<file path="config.mk">
export PLATFORM = sky130hd
export DESIGN_NAME = alu8_flags
export DESIGN_NICKNAME = d
export VERILOG_FILES = /design/src/rtl/alu8_pkg.sv /design/src/rtl/alu8_addsub.sv /design/src/rtl/alu8_bitops.sv /design/src/rtl/alu8_decadj.sv /design/src/rtl/alu8_flags.sv
export SDC_FILE = /design/constraint.sdc
export NUM_CORES = 1
export LEC_CHECK = 0
export ABC_AREA = 1
export BUFFER_PORTS_ARGS = -buffer_cell sky130_fd_sc_hd__buf_2
export CAP_MARGIN = 0
export CORE_MARGIN = 5
export CORE_UTILIZATION = 45
export CTS_BUF_LIST = sky130_fd_sc_hd__clkbuf_4 sky130_fd_sc_hd__clkbuf_8
export CTS_CLUSTER_DIAMETER = 30
export DETAILED_ROUTE_END_ITERATION = 8
export GPL_TIMING_DRIVEN = 0
export PLACE_DENSITY = 0.65
export SYNTH_ARGS = -nofsm -noshare
export SYNTH_HDL_FRONTEND = slang
export SYNTH_HIERARCHICAL = 1
export SYNTH_SLANG_ARGS = --single-unit
</file>
<file path="constraint.sdc">
create_clock -name clk -period 4.21 [get_ports clk]
set_input_delay 0.2105 -clock clk [delete_from_list [all_inputs] [get_ports clk]]
set_output_delay 0.2105 -clock clk [all_outputs]
set_load 0.005 [all_outputs]
</file>
<file path="src/rtl/alu8_pkg.sv">
package alu8_pkg;
  typedef enum logic [3:0] {
    OP_ADD = 4'd0,  OP_ADC = 4'd1,  OP_SUB = 4'd2,  OP_SBB = 4'd3,
    OP_CMP = 4'd4,  OP_AND = 4'd5,  OP_OR  = 4'd6,  OP_XOR = 4'd7,
    OP_NOT = 4'd8,  OP_RLC = 4'd9,  OP_RRC = 4'd10, OP_RAL = 4'd11,
    OP_RAR = 4'd12, OP_DAA = 4'd13, OP_R14 = 4'd14, OP_R15 = 4'd15
  } alu_op_e;

  localparam int F_CY  = 0;
  localparam int F_ONE = 1;
  localparam int F_P   = 2;
  localparam int F_AC  = 4;
  localparam int F_Z   = 6;
  localparam int F_S   = 7;
  localparam logic [7:0] FLAG_RST = 8'h02;
endpackage

</file>
<file path="src/rtl/alu8_addsub.sv">
module alu8_addsub #(
  parameter int DW = 8,
  parameter int NW = DW / 2
) (
  input  logic [DW-1:0] a,
  input  logic [DW-1:0] b,
  input  logic          sub,
  input  logic          cin,
  output logic [DW-1:0] sum,
  output logic          cy,
  output logic          ac
);
  logic [DW-1:0] b_eff;
  logic          c0;
  logic [DW:0]   full;

  always_comb begin
    b_eff = sub ? ~b : b;
    c0    = sub ? ~cin : cin;
    full  = {1'b0, a} + {1'b0, b_eff} + {{DW{1'b0}}, c0};
    sum   = full[DW-1:0];
    cy    = sub ? ~full[DW] : full[DW];
    ac    = full[NW] ^ a[NW] ^ b_eff[NW];
  end
endmodule

</file>
<file path="src/rtl/alu8_bitops.sv">
module alu8_bitops
  import alu8_pkg::*;
#(
  parameter int DW = 8
) (
  input  alu_op_e       op,
  input  logic [DW-1:0] a,
  input  logic [DW-1:0] b,
  input  logic          cy_in,
  output logic [DW-1:0] res,
  output logic          cy_out
);
  always_comb begin
    res    = a;
    cy_out = cy_in;
    case (op)
      OP_AND: res = a & b;
      OP_OR:  res = a | b;
      OP_XOR: res = a ^ b;
      OP_NOT: res = ~a;
      OP_RLC: begin res = {a[DW-2:0], a[DW-1]}; cy_out = a[DW-1]; end
      OP_RRC: begin res = {a[0], a[DW-1:1]};    cy_out = a[0];    end
      OP_RAL: begin res = {a[DW-2:0], cy_in};   cy_out = a[DW-1]; end
      OP_RAR: begin res = {cy_in, a[DW-1:1]};   cy_out = a[0];    end
      default: ;
    endcase
  end
endmodule

</file>
<file path="src/rtl/alu8_decadj.sv">
module alu8_decadj #(
  parameter int DW = 8,
  parameter int NW = DW / 2
) (
  input  logic [DW-1:0] a,
  input  logic          ac_in,
  input  logic          cy_in,
  output logic [DW-1:0] res,
  output logic          ac_out,
  output logic          cy_out
);
  localparam logic [NW-1:0] SIX = NW'(6);
  logic          lo_fix, hi_fix;
  logic [DW-1:0] corr;

  always_comb begin
    lo_fix = (a[NW-1:0] > NW'(9)) || ac_in;
    hi_fix = (a[DW-1:NW] > NW'(9)) || cy_in;
    corr   = {hi_fix ? SIX : '0, lo_fix ? SIX : '0};
    res    = a + corr;
    ac_out = res[NW] ^ a[NW] ^ corr[NW];
    cy_out = hi_fix;
  end
endmodule

</file>
<file path="src/rtl/alu8_flags.sv">
module alu8_flags
  import alu8_pkg::*;
#(
  parameter int DW = 8
) (
  input  logic          clk,
  input  logic          rst,
  input  logic [3:0]    op,
  input  logic [DW-1:0] acc_in,
  input  logic [DW-1:0] opnd_in,
  input  logic          flag_we,
  output logic [DW-1:0] result,
  output logic [7:0]    flags
);
  localparam int NW = DW / 2;

  alu_op_e       op_e;
  logic [7:0]    flags_q, flags_d;
  logic          is_sub, carry_in;
  logic [DW-1:0] as_sum, bo_res, da_res, szp_src;
  logic          as_cy, as_ac, bo_cy, da_cy, da_ac;

  assign op_e     = alu_op_e'(op);
  assign is_sub   = (op_e == OP_SUB) || (op_e == OP_SBB) || (op_e == OP_CMP);
  assign carry_in = ((op_e == OP_ADC) || (op_e == OP_SBB)) && flags_q[F_CY];

  alu8_addsub #(.DW(DW), .NW(NW)) u_addsub (
    .a(acc_in), .b(opnd_in), .sub(is_sub), .cin(carry_in),
    .sum(as_sum), .cy(as_cy), .ac(as_ac)
  );

  alu8_bitops #(.DW(DW)) u_bitops (
    .op(op_e), .a(acc_in), .b(opnd_in), .cy_in(flags_q[F_CY]),
    .res(bo_res), .cy_out(bo_cy)
  );

  alu8_decadj #(.DW(DW), .NW(NW)) u_decadj (
    .a(acc_in), .ac_in(flags_q[F_AC]), .cy_in(flags_q[F_CY]),
    .res(da_res), .ac_out(da_ac), .cy_out(da_cy)
  );

  always_comb begin
    result  = acc_in;
    szp_src = acc_in;
    flags_d = flags_q;
    case (op_e)
      OP_ADD, OP_ADC, OP_SUB, OP_SBB, OP_CMP: begin
        result        = (op_e == OP_CMP) ? acc_in : as_sum;
        szp_src       = as_sum;
        flags_d[F_CY] = as_cy;
        flags_d[F_AC] = as_ac;
      end
      OP_AND, OP_OR, OP_XOR: begin
        result        = bo_res;
        szp_src       = bo_res;
        flags_d[F_CY] = 1'b0;
        flags_d[F_AC] = 1'b0;
      end
      OP_NOT: result = bo_res;
      OP_RLC, OP_RRC, OP_RAL, OP_RAR: begin
        result        = bo_res;
        flags_d[F_CY] = bo_cy;
      end
      OP_DAA: begin
        result        = da_res;
        szp_src       = da_res;
        flags_d[F_CY] = da_cy;
        flags_d[F_AC] = da_ac;
      end
      default: ;
    endcase
    case (op_e)
      OP_ADD, OP_ADC, OP_SUB, OP_SBB, OP_CMP,
      OP_AND, OP_OR, OP_XOR, OP_DAA: begin
        flags_d[F_S] = szp_src[DW-1];
        flags_d[F_Z] = (szp_src == '0);
        flags_d[F_P] = ~^szp_src;
      end
      default: ;
    endcase
    flags_d[F_ONE] = 1'b1;
    flags_d[3]     = 1'b0;
    flags_d[5]     = 1'b0;
  end

  always_ff @(posedge clk) begin
    if (rst)          flags_q <= FLAG_RST;
    else if (flag_we) flags_q <= flags_d;
  end

  assign flags = flags_q;


  reserved_bits_chk: assert property (@(posedge clk) disable iff (rst)
    flags[1] && !flags[3] && !flags[5]);


  flag_hold_chk: assert property (@(posedge clk) disable iff (rst)
    !flag_we |=> $stable(flags));


  logic_clear_chk: assert property (@(posedge clk) disable iff (rst)
    flag_we && (op_e == OP_AND || op_e == OP_OR || op_e == OP_XOR)
    |=> !flags[F_CY] && !flags[F_AC]);


  rot_keep_chk: assert property (@(posedge clk) disable iff (rst)
    flag_we && (op_e == OP_RLC || op_e == OP_RRC || op_e == OP_RAL || op_e == OP_RAR)
    |=> flags[7:1] == $past(flags[7:1]));


  zero_flag_chk: assert property (@(posedge clk) disable iff (rst)
    flag_we && (op_e == OP_ADD || op_e == OP_SUB || op_e == OP_AND)
    |=> flags[F_Z] == ($past(result) == '0));


  not_keep_chk: assert property (@(posedge clk) disable iff (rst)
    flag_we && op_e == OP_NOT |=> $stable(flags));
endmodule

</file>
==> results of run 1 <==
## through the flow
step	hold WS (ns)	setup slack, ns	power (mW)	util	cells
finish	0.1530	0.3191	0.5707	0.5194	599
global route	0.1570	0.01117	0.6371	0.5194	599
CTS	0.1465	0.4053	0.5711	0.5194	599
detailed placement	0.3861	0.1829	0.4687	0.5112	595
global placement	0.3839	0.1663	0.4618	0.5112	595
floorplan	0.2729	0.9687	0.3468	-	485
## report_power, final
part	internal, mW	total, mW	switching (mW)
clock	0.0717	0.0986	0.0269
combinational	0.157	0.415	0.258
sequential	0.0526	0.0572	0.00457
total	0.282	0.571	0.289
## critical path: stages
cell and delay [ns]:
buf_2 0.17, nor2_1 0.24, inv_2 0.15, o21ai_0 0.46
buf_6 0.26, xor2_1 0.11, fa_1 0.43, fa_1 0.44
nand2_1 0.11, nand2_2 0.08, nand3b_1 0.11, nand2_1 0.05
nand2_1 0.05, nand2_1 0.05, inv_1 0.07, nor2_1 0.05
o22ai_1 0.18, ha_1 0.28, xnor2_1 0.24, nand2b_1 0.16
nand3_2 0.08, a21oi_2 0.11
## cell families after synthesis
logic type,synth area share
and+or+nand+nor,0.5507
AOI/OAI and AO/OA,0.07451
xor gates and xnor gates,0.04771
other,0.002727
adders and majority gates,0.1627
buffers and inverters,0.1254
DFF,0.03635
## worst paths after layout
kind,to,slack (ns),depth (start not counted)
worst max-delay path,flags[2],0.32,22
worst min-delay path,flags[2],0.15,2
worst max register to register,flags[2],0.68,19
worst min register to register,flags[2],0.48,2
## final cells by class
cell class,instances,share of cell area
multi-input cells,404,0.7518
flip-flops and latches,5,0.03255
well taps,75,0.03051
clock buffers,4,0.01587
inverters,63,0.07730
repair buffers,35,0.05696
plain buffers,13,0.03499
## placed cells by master, fill, tap and decap left out, types with 4 or more instances in the layout
| cell type | Yosys | final |
|---|---|---|
| buf_2 | 2 | 37 |
| inv_1 | 55 | 55 |
| inv_2 | 7 | 7 |
| nand3_1 | 68 | 68 |
| buf_4 | 8 | 8 |
| nand3b_1 | 8 | 8 |
| nand2_1 | 159 | 159 |
| nand3_2 | 8 | 8 |
| a21oi_1 | 5 | 5 |
| xor2_1 | 12 | 12 |
| o22ai_1 | 6 | 6 |
| dfxtp_1 | 5 | 5 |
| nand2_4 | 4 | 4 |
| o2111ai_1 | 6 | 6 |
| nand4_1 | 12 | 12 |
| o21ai_0 | 5 | 5 |
| nor2_1 | 42 | 42 |
| nor2_2 | 5 | 5 |
| nand2_2 | 8 | 8 |
| ha_1 | 31 | 31 |
## per-layer routing
layer | track usage | part of all wire | vias up
met5 | 0 | 0 | -
met4 | 0.04258 | 0.019 | 0
met3 | 0.02235 | 0.051 | 18
met2 | 0.3685 | 0.45 | 96
met1 | 0.3003 | 0.48 | 1429
li1 | - | - | 1646
==> metrics.md, run 1 <==
| Metric | Value |
|---|---|
| Outcome | `completed` |
| Initial Util | `0.4651` |
| FF+latch count, synth | `5` |
| Syn. warnings | `6` |
| Maximum buffer depth of the clock tree | `2` |
| Hold Crit Start | `rst` |
| # port buffers | `35` |
| Mapped cell area | `about 2800 sq um` |
| First-pass GRT wire length | `~14000 microns` |
| Post-route cell area | `a little over 3000 sq um` |
| Clock sink count | `5` |
| Async SR Flop Fraction | `0` |
| Die height | `slightly below 90 microns` |
| Static Leakage | `1.807 nW` |
| DRC violations left | `0` |
| Total of max-cap violations | `0` |
| Max-slew violations | `0` |
| Top-area cell type share of the netlist area | `0.2167` |
| Placed wire-length estimate | `6506 microns` |
| Vias in the first global route | `2933` |
| Reg area | `100.1 sq um` |
| Slew Limit Headroom | `0.5821` |
| Arr. time, crit path | `4.05 ns` |
| Count of different cell masters after synthesis | `36` |
| FF-to-FF Start | `flags[0]` |
| N_diodes | `0` |
| Site Rows | `28` |
| TritonCTS clock tree | `built` |
| Worst Setup End Kind | `register` |
| Reg clk slew, reported paths | `~0.04 ns` |
| Setup crit start | `op[3]` |
| Htree depth | `1` |
| DRT antenna net count | `0` |
| # fillers | `between 600 and 700` |
| Period utilisation layout | `0.9242` |
| Area Growth Syn to Fin | `11.68%` |
| Clk root buf | `clkbuf_8` |
| Synth Instances | `about 480` |
| Clock Skew | `0.0002337 ns` |
| Area used by multi-input combinational logic | `about 2300 sq um` |
| Max FFs per register | `5` |
| Number of flops mapped to enable cells by yosys | `0` |
| Post-synth top area cell | `nand2_1` |
| RSZ-0062 raised after global routing | `false` |
| Die Width | `a little under 90 microns` |
| Hold Fails Final Rpt | `0` |
| Skew-Pair Late Insertion Delay | `~0.23 ns` |
| PD cells | `~190 nW/um^2` |
| CP Max Fanout | `10` |
| Cell with the most instances after synthesis | `nand2_1` |
| Post-CTS Resized | `0` |
| Drt pass-1 iters | `4` |
| CORE AREA | `between 5000 and 6000 sq um` |
| Initial antenna violation count | `0` |
| Die Area | `roughly 8000 sq um` |
| Prevailing post-synth register cell | `dfxtp_1` |
| Gpl congestion | `between 0.8 and 0.9` |
| Post-synthesis sequential area ratio | `0.03635` |
| HP Class | `input pin to register` |
| Initial drt markers | `211` |
| Final Setup Violations | `0` |
| Post-Syn Area per Cell | `between 5 and 6 sq um` |
| Synth area leaders | `nand2_1, ha_1, nand3_1` |
| Overflow after GRT | `0` |
| Wire per inst | `~14 microns` |
| Fmax | `around 0.26 GHz` |
| Slew @ Worst Pin | `roughly 0.62 ns` |
| Cts hold-fix bufs | `0` |
| Worst VDD drop | `roughly 0.21 mV` |
| CTS Buf Count | `3` |
| DR vias/cell | `roughly 5.3` |
| Fin Setup TNS | `0 ns` |
| Clock period minus final worst setup slack | `approximately 3.9 ns` |
| Commonest cells in the netlist | `nand2_1, nand3_1, inv_1, nor2_1, ha_1` |
| Nets | `around 580` |
| Largest net degree at the start of global routing | `17` |
| Routed vias | `approximately 3200` |
| Share of cells above drive strength 1 | `0.1775` |
| DRT Wirelength | `slightly above 8000 microns` |
| CP Data Required Time | `between 4 and 5 ns` |
| Crit Path Class | `input pin to register` |
| Startpoint class of the critical path | `input pin` |
| Gr usage total | `0.2175` |
| Post-CTS setup buffers | `0` |
| Boundary pin count | `39` |
| Placed Area | `3027 sq um` |
Power figures use the tool's default switching activity.
==> inputs of run 2 (changes only) <==
- GPL_TIMING_DRIVEN: 0 -> 1
==> run 2 against run 1 <==
Wire length fell by 3.3%. Total power fell by 2.1%. Critical path type is now register to register. Die area did not move. First-iteration DRC count rose by 37%. Register-to-register slack improved by 0.097 ns. Sequential cell count did not move. Design area down 2.8%.
==> metrics.md, run 2 (synthesis gave the netlist of run 1 again) <==
| Metric | Value |
|---|---|
| Hold worst-path end | `flags[2] (unchanged)` |
| Hold Crit Start | `rst (unchanged)` |
| CP Data Required Time | `4.37 ns (about the same)` |
| DR vias/cell | `5.380 (was 5.324)` |
| DRT antenna net count | `0 (unchanged)` |
| Crit-path max cell delay | `0.52 ns (was 0.46 ns)` |
| Arr. time, crit path | `3.59 ns (was 4.05 ns)` |
| DRC violations left | `0 (unchanged)` |
| Wire per inst | `13.53 microns (was 13.76 microns)` |
| Total placed cells including tap cells | `585 (was 595)` |
| HP Class | `input pin to register (unchanged)` |
| Clk root buf | `clkbuf_8 (unchanged)` |
| FF-to-FF Start | `flags[0] (unchanged)` |
| Total power | `0.5588 mW (was 0.5707 mW)` |
| TritonCTS clock tree | `built (unchanged)` |
| Period utilisation layout | `0.8154 (was 0.9242)` |
| Sw Ratio | `0.5081 (was 0.5063)` |
| Slowest-stage cell, CP | `dfxtp_1 (was o21ai_0)` |
| Worst Hold Depth | `2 (unchanged)` |
| Crit Reg-Reg Endpoint | `flags[2] (unchanged)` |
| First-pass GRT wire length | `13270 microns (was 13770 microns)` |
| Boundary pin count | `39 (unchanged)` |
| CORE AREA | `5921 sq um (unchanged)` |
| Slew @ Worst Pin | `0.6268 ns (was 0.6227 ns)` |
| Worst Hold Slack | `0.1714 ns (was 0.1530 ns)` |
| Final Non-Filler Cells | `589 (was 599)` |
| Reg area | `100.1 sq um (unchanged)` |
| Max FFs per register | `5 (unchanged)` |
| PD cells | `186.9 nW/um^2 (was 185.6 nW/um^2)` |
| Static Leakage | `1.753 nW (was 1.807 nW)` |
| CTS Buf Count | `3 (unchanged)` |
| Post-CTS Resized | `0 (unchanged)` |
| Post-CTS setup buffers | `0 (unchanged)` |
| Area Growth Syn to Fin | `8.587% (was 11.68%)` |
| Max-slew violations | `0 (unchanged)` |
| CP Max Fanout | `6 (was 10)` |
| Final Setup Violations | `0 (unchanged)` |
| Clock period minus final worst setup slack | `3.433 ns (was 3.891 ns)` |
| Crit Path Class | `register to register (was input pin to register)` |
| Initial antenna violation count | `0 (unchanged)` |
| Startpoint class of the critical path | `register (was input pin)` |
| Drt pass-1 iters | `5 (was 4)` |
| Hold Fails Final Rpt | `0 (unchanged)` |
| Outcome | `completed (unchanged)` |
| Worst VDD drop | `0.2072 mV (was 0.2124 mV)` |
| Most frequent cells in the layout | `nand2_1, nand3_1, inv_1 (unchanged)` |
| Maximum buffer depth of the clock tree | `2 (unchanged)` |
| Initial drt markers | `289 (was 211)` |
| Commonest non-fill, non-tap cell in the layout | `nand2_1 (unchanged)` |
| Clock Skew | `0.002183 ns (was 0.0002337 ns)` |
| Most used cell, CP | `nand2_1 (unchanged)` |
| Placed wire-length estimate | `6175 microns (was 6506 microns)` |
| Combinational Power Share | `0.725 (was 0.727)` |
| Fin Setup TNS | `0 ns (unchanged)` |
| Cts hold-fix bufs | `0 (unchanged)` |
| Skew-Pair Late Insertion Delay | `0.22 ns (was 0.23 ns)` |
| Total of max-cap violations | `0 (unchanged)` |
| Flop pwr share | `0.103 (was 0.100)` |
| Die height | `88.23 microns (unchanged)` |
| R2R Setup Slk | `0.78 ns (was 0.68 ns)` |
| Slew Limit Headroom | `0.5793 (was 0.5821)` |
| Util after Layout | `0.5051 (was 0.5194)` |
| N_diodes | `0 (unchanged)` |
| Fmax | `0.2913 GHz (was 0.2570 GHz)` |
| RSZ-0062 raised after global routing | `false (unchanged)` |
| Worst R2R Path Depth | `19 (unchanged)` |
| P_int | `0.2749 mW (was 0.2817 mW)` |
| Largest net degree at the start of global routing | `32 (was 17)` |
| Area used by multi-input combinational logic | `2312 sq um (unchanged)` |
| Clock share of power | `0.172 (was 0.173)` |
| DRT Wirelength | `7972 microns (was 8240 microns)` |
| Die Width | `88.23 microns (unchanged)` |
| Die Area | `7785 sq um (unchanged)` |
| Routed vias | `3169 (was 3189)` |
| P_sw | `0.2839 mW (was 0.2890 mW)` |
| Nets | `572 (was 582)` |
| Vias in the first global route | `2778 (was 2933)` |
| Htree depth | `1 (unchanged)` |
| Overflow after GRT | `0 (unchanged)` |
| Worst Setup End Kind | `register (unchanged)` |
| Reg clk slew, reported paths | `0.04 ns (about the same)` |
| Critical Path, Cell by Cell | `inv_1, nor3_1, xor2_1, fa_1, fa_1, nand2_1, nand2_2, nand3b_1, nand2_1, nand2_1, nand2_1, inv_1, nor2_1, o22ai_1, ha_1, xnor2_1, nand2b_1, nand3_2, a21oi_2 (was buf_2, nor2_1, inv_2, o21ai_0, buf_6, xor2_1, fa_1, fa_1, nand2_1, nand2_2, nand3b_1, nand2_1, nand2_1, nand2_1, inv_1, nor2_1, o22ai_1, ha_1, xnor2_1, nand2b_1, nand3_2, a21oi_2)` |
| Initial Util | `0.4651 (unchanged)` |
| # fillers | `635 (was 638)` |
| Share of cells above drive strength 1 | `0.1615 (was 0.1775)` |
| Gpl congestion | `0.9580 (was 0.8792)` |
| Site Rows | `28 (unchanged)` |
| # port buffers | `35 (unchanged)` |
| Clock sink count | `5 (unchanged)` |
| Gr usage total | `0.2072 (was 0.2175)` |
==> run 2: cell types whose count changed in the layout (fill, tap and decap cells not counted) <==
cell / change
o21ai_1: +1
buf_4: -5
buf_8: -1
buf_6: -2
buf_2: -2
o21ai_0: -1
==> run 2: layout make-up <==
class	instances	area share
clock buffer	4	0.01632
inverter	63	0.07950
multi-input combinational	404	0.7732
sequential	5	0.03347
tap	75	0.03138
timing repair buffer	38	0.06611
==> run 2: layer usage <==
layer	global-route usage	up-vias	wire, microns
met2	0.3249	113	3452
met3	0.005587	17	461
met4	0.06181	0	177
li1	-	1619	-
met5	0	-	0
met1	0.3079	1420	3880
==> run 2: worst max-delay path, delay by kind of cell, from the launching register on <==
family / cells / cell delay [ns]
AND/OR/NAND/NOR: 10 / 0.96
flip-flops: 1 / 0.52
XOR/XNOR: 2 / 0.33
AO/OA/AOI/OAI: 2 / 0.25
buffers and inverters: 2 / 0.18
adder cells (fa/ha/maj): 3 / 1.12
==> run 2: worst max path at each step <==
stage	startpoint	to	slack, ns	cells past startpoint
2_1_floorplan	op[3]	flags[2]	0.97	20
3_3_place_gp	op[3]	flags[2]	0.72	20
4_1_cts	flags[0]	flags[2]	0.76	19
3_5_place_dp	op[3]	flags[2]	0.61	21
6_report	flags[0]	flags[2]	0.78	19
5_1_grt	op[3]	flags[2]	0.38	23
==> run 2: through the flow <==
stage	instance area [sq um]	setup slack, ns
3_3_place_gp	2942	0.7242
4_1_cts	2990	0.7625
5_1_grt	2990	0.3825
2_1_floorplan	2758	0.9687
3_5_place_dp	2942	0.6089
6_report	2990	0.7774
==> run 2: power by group through the flow <==
stage | clock network [mW] | logic [mW] | registers [mW]
floorplan | 0 | 0.290 | 0.0569
global placement | 0 | 0.397 | 0.0579
detailed placement | 0 | 0.402 | 0.0581
CTS | 0.0981 | 0.403 | 0.0576
global route | 0.101 | 0.464 | 0.0583
finish | 0.0963 | 0.405 | 0.0575
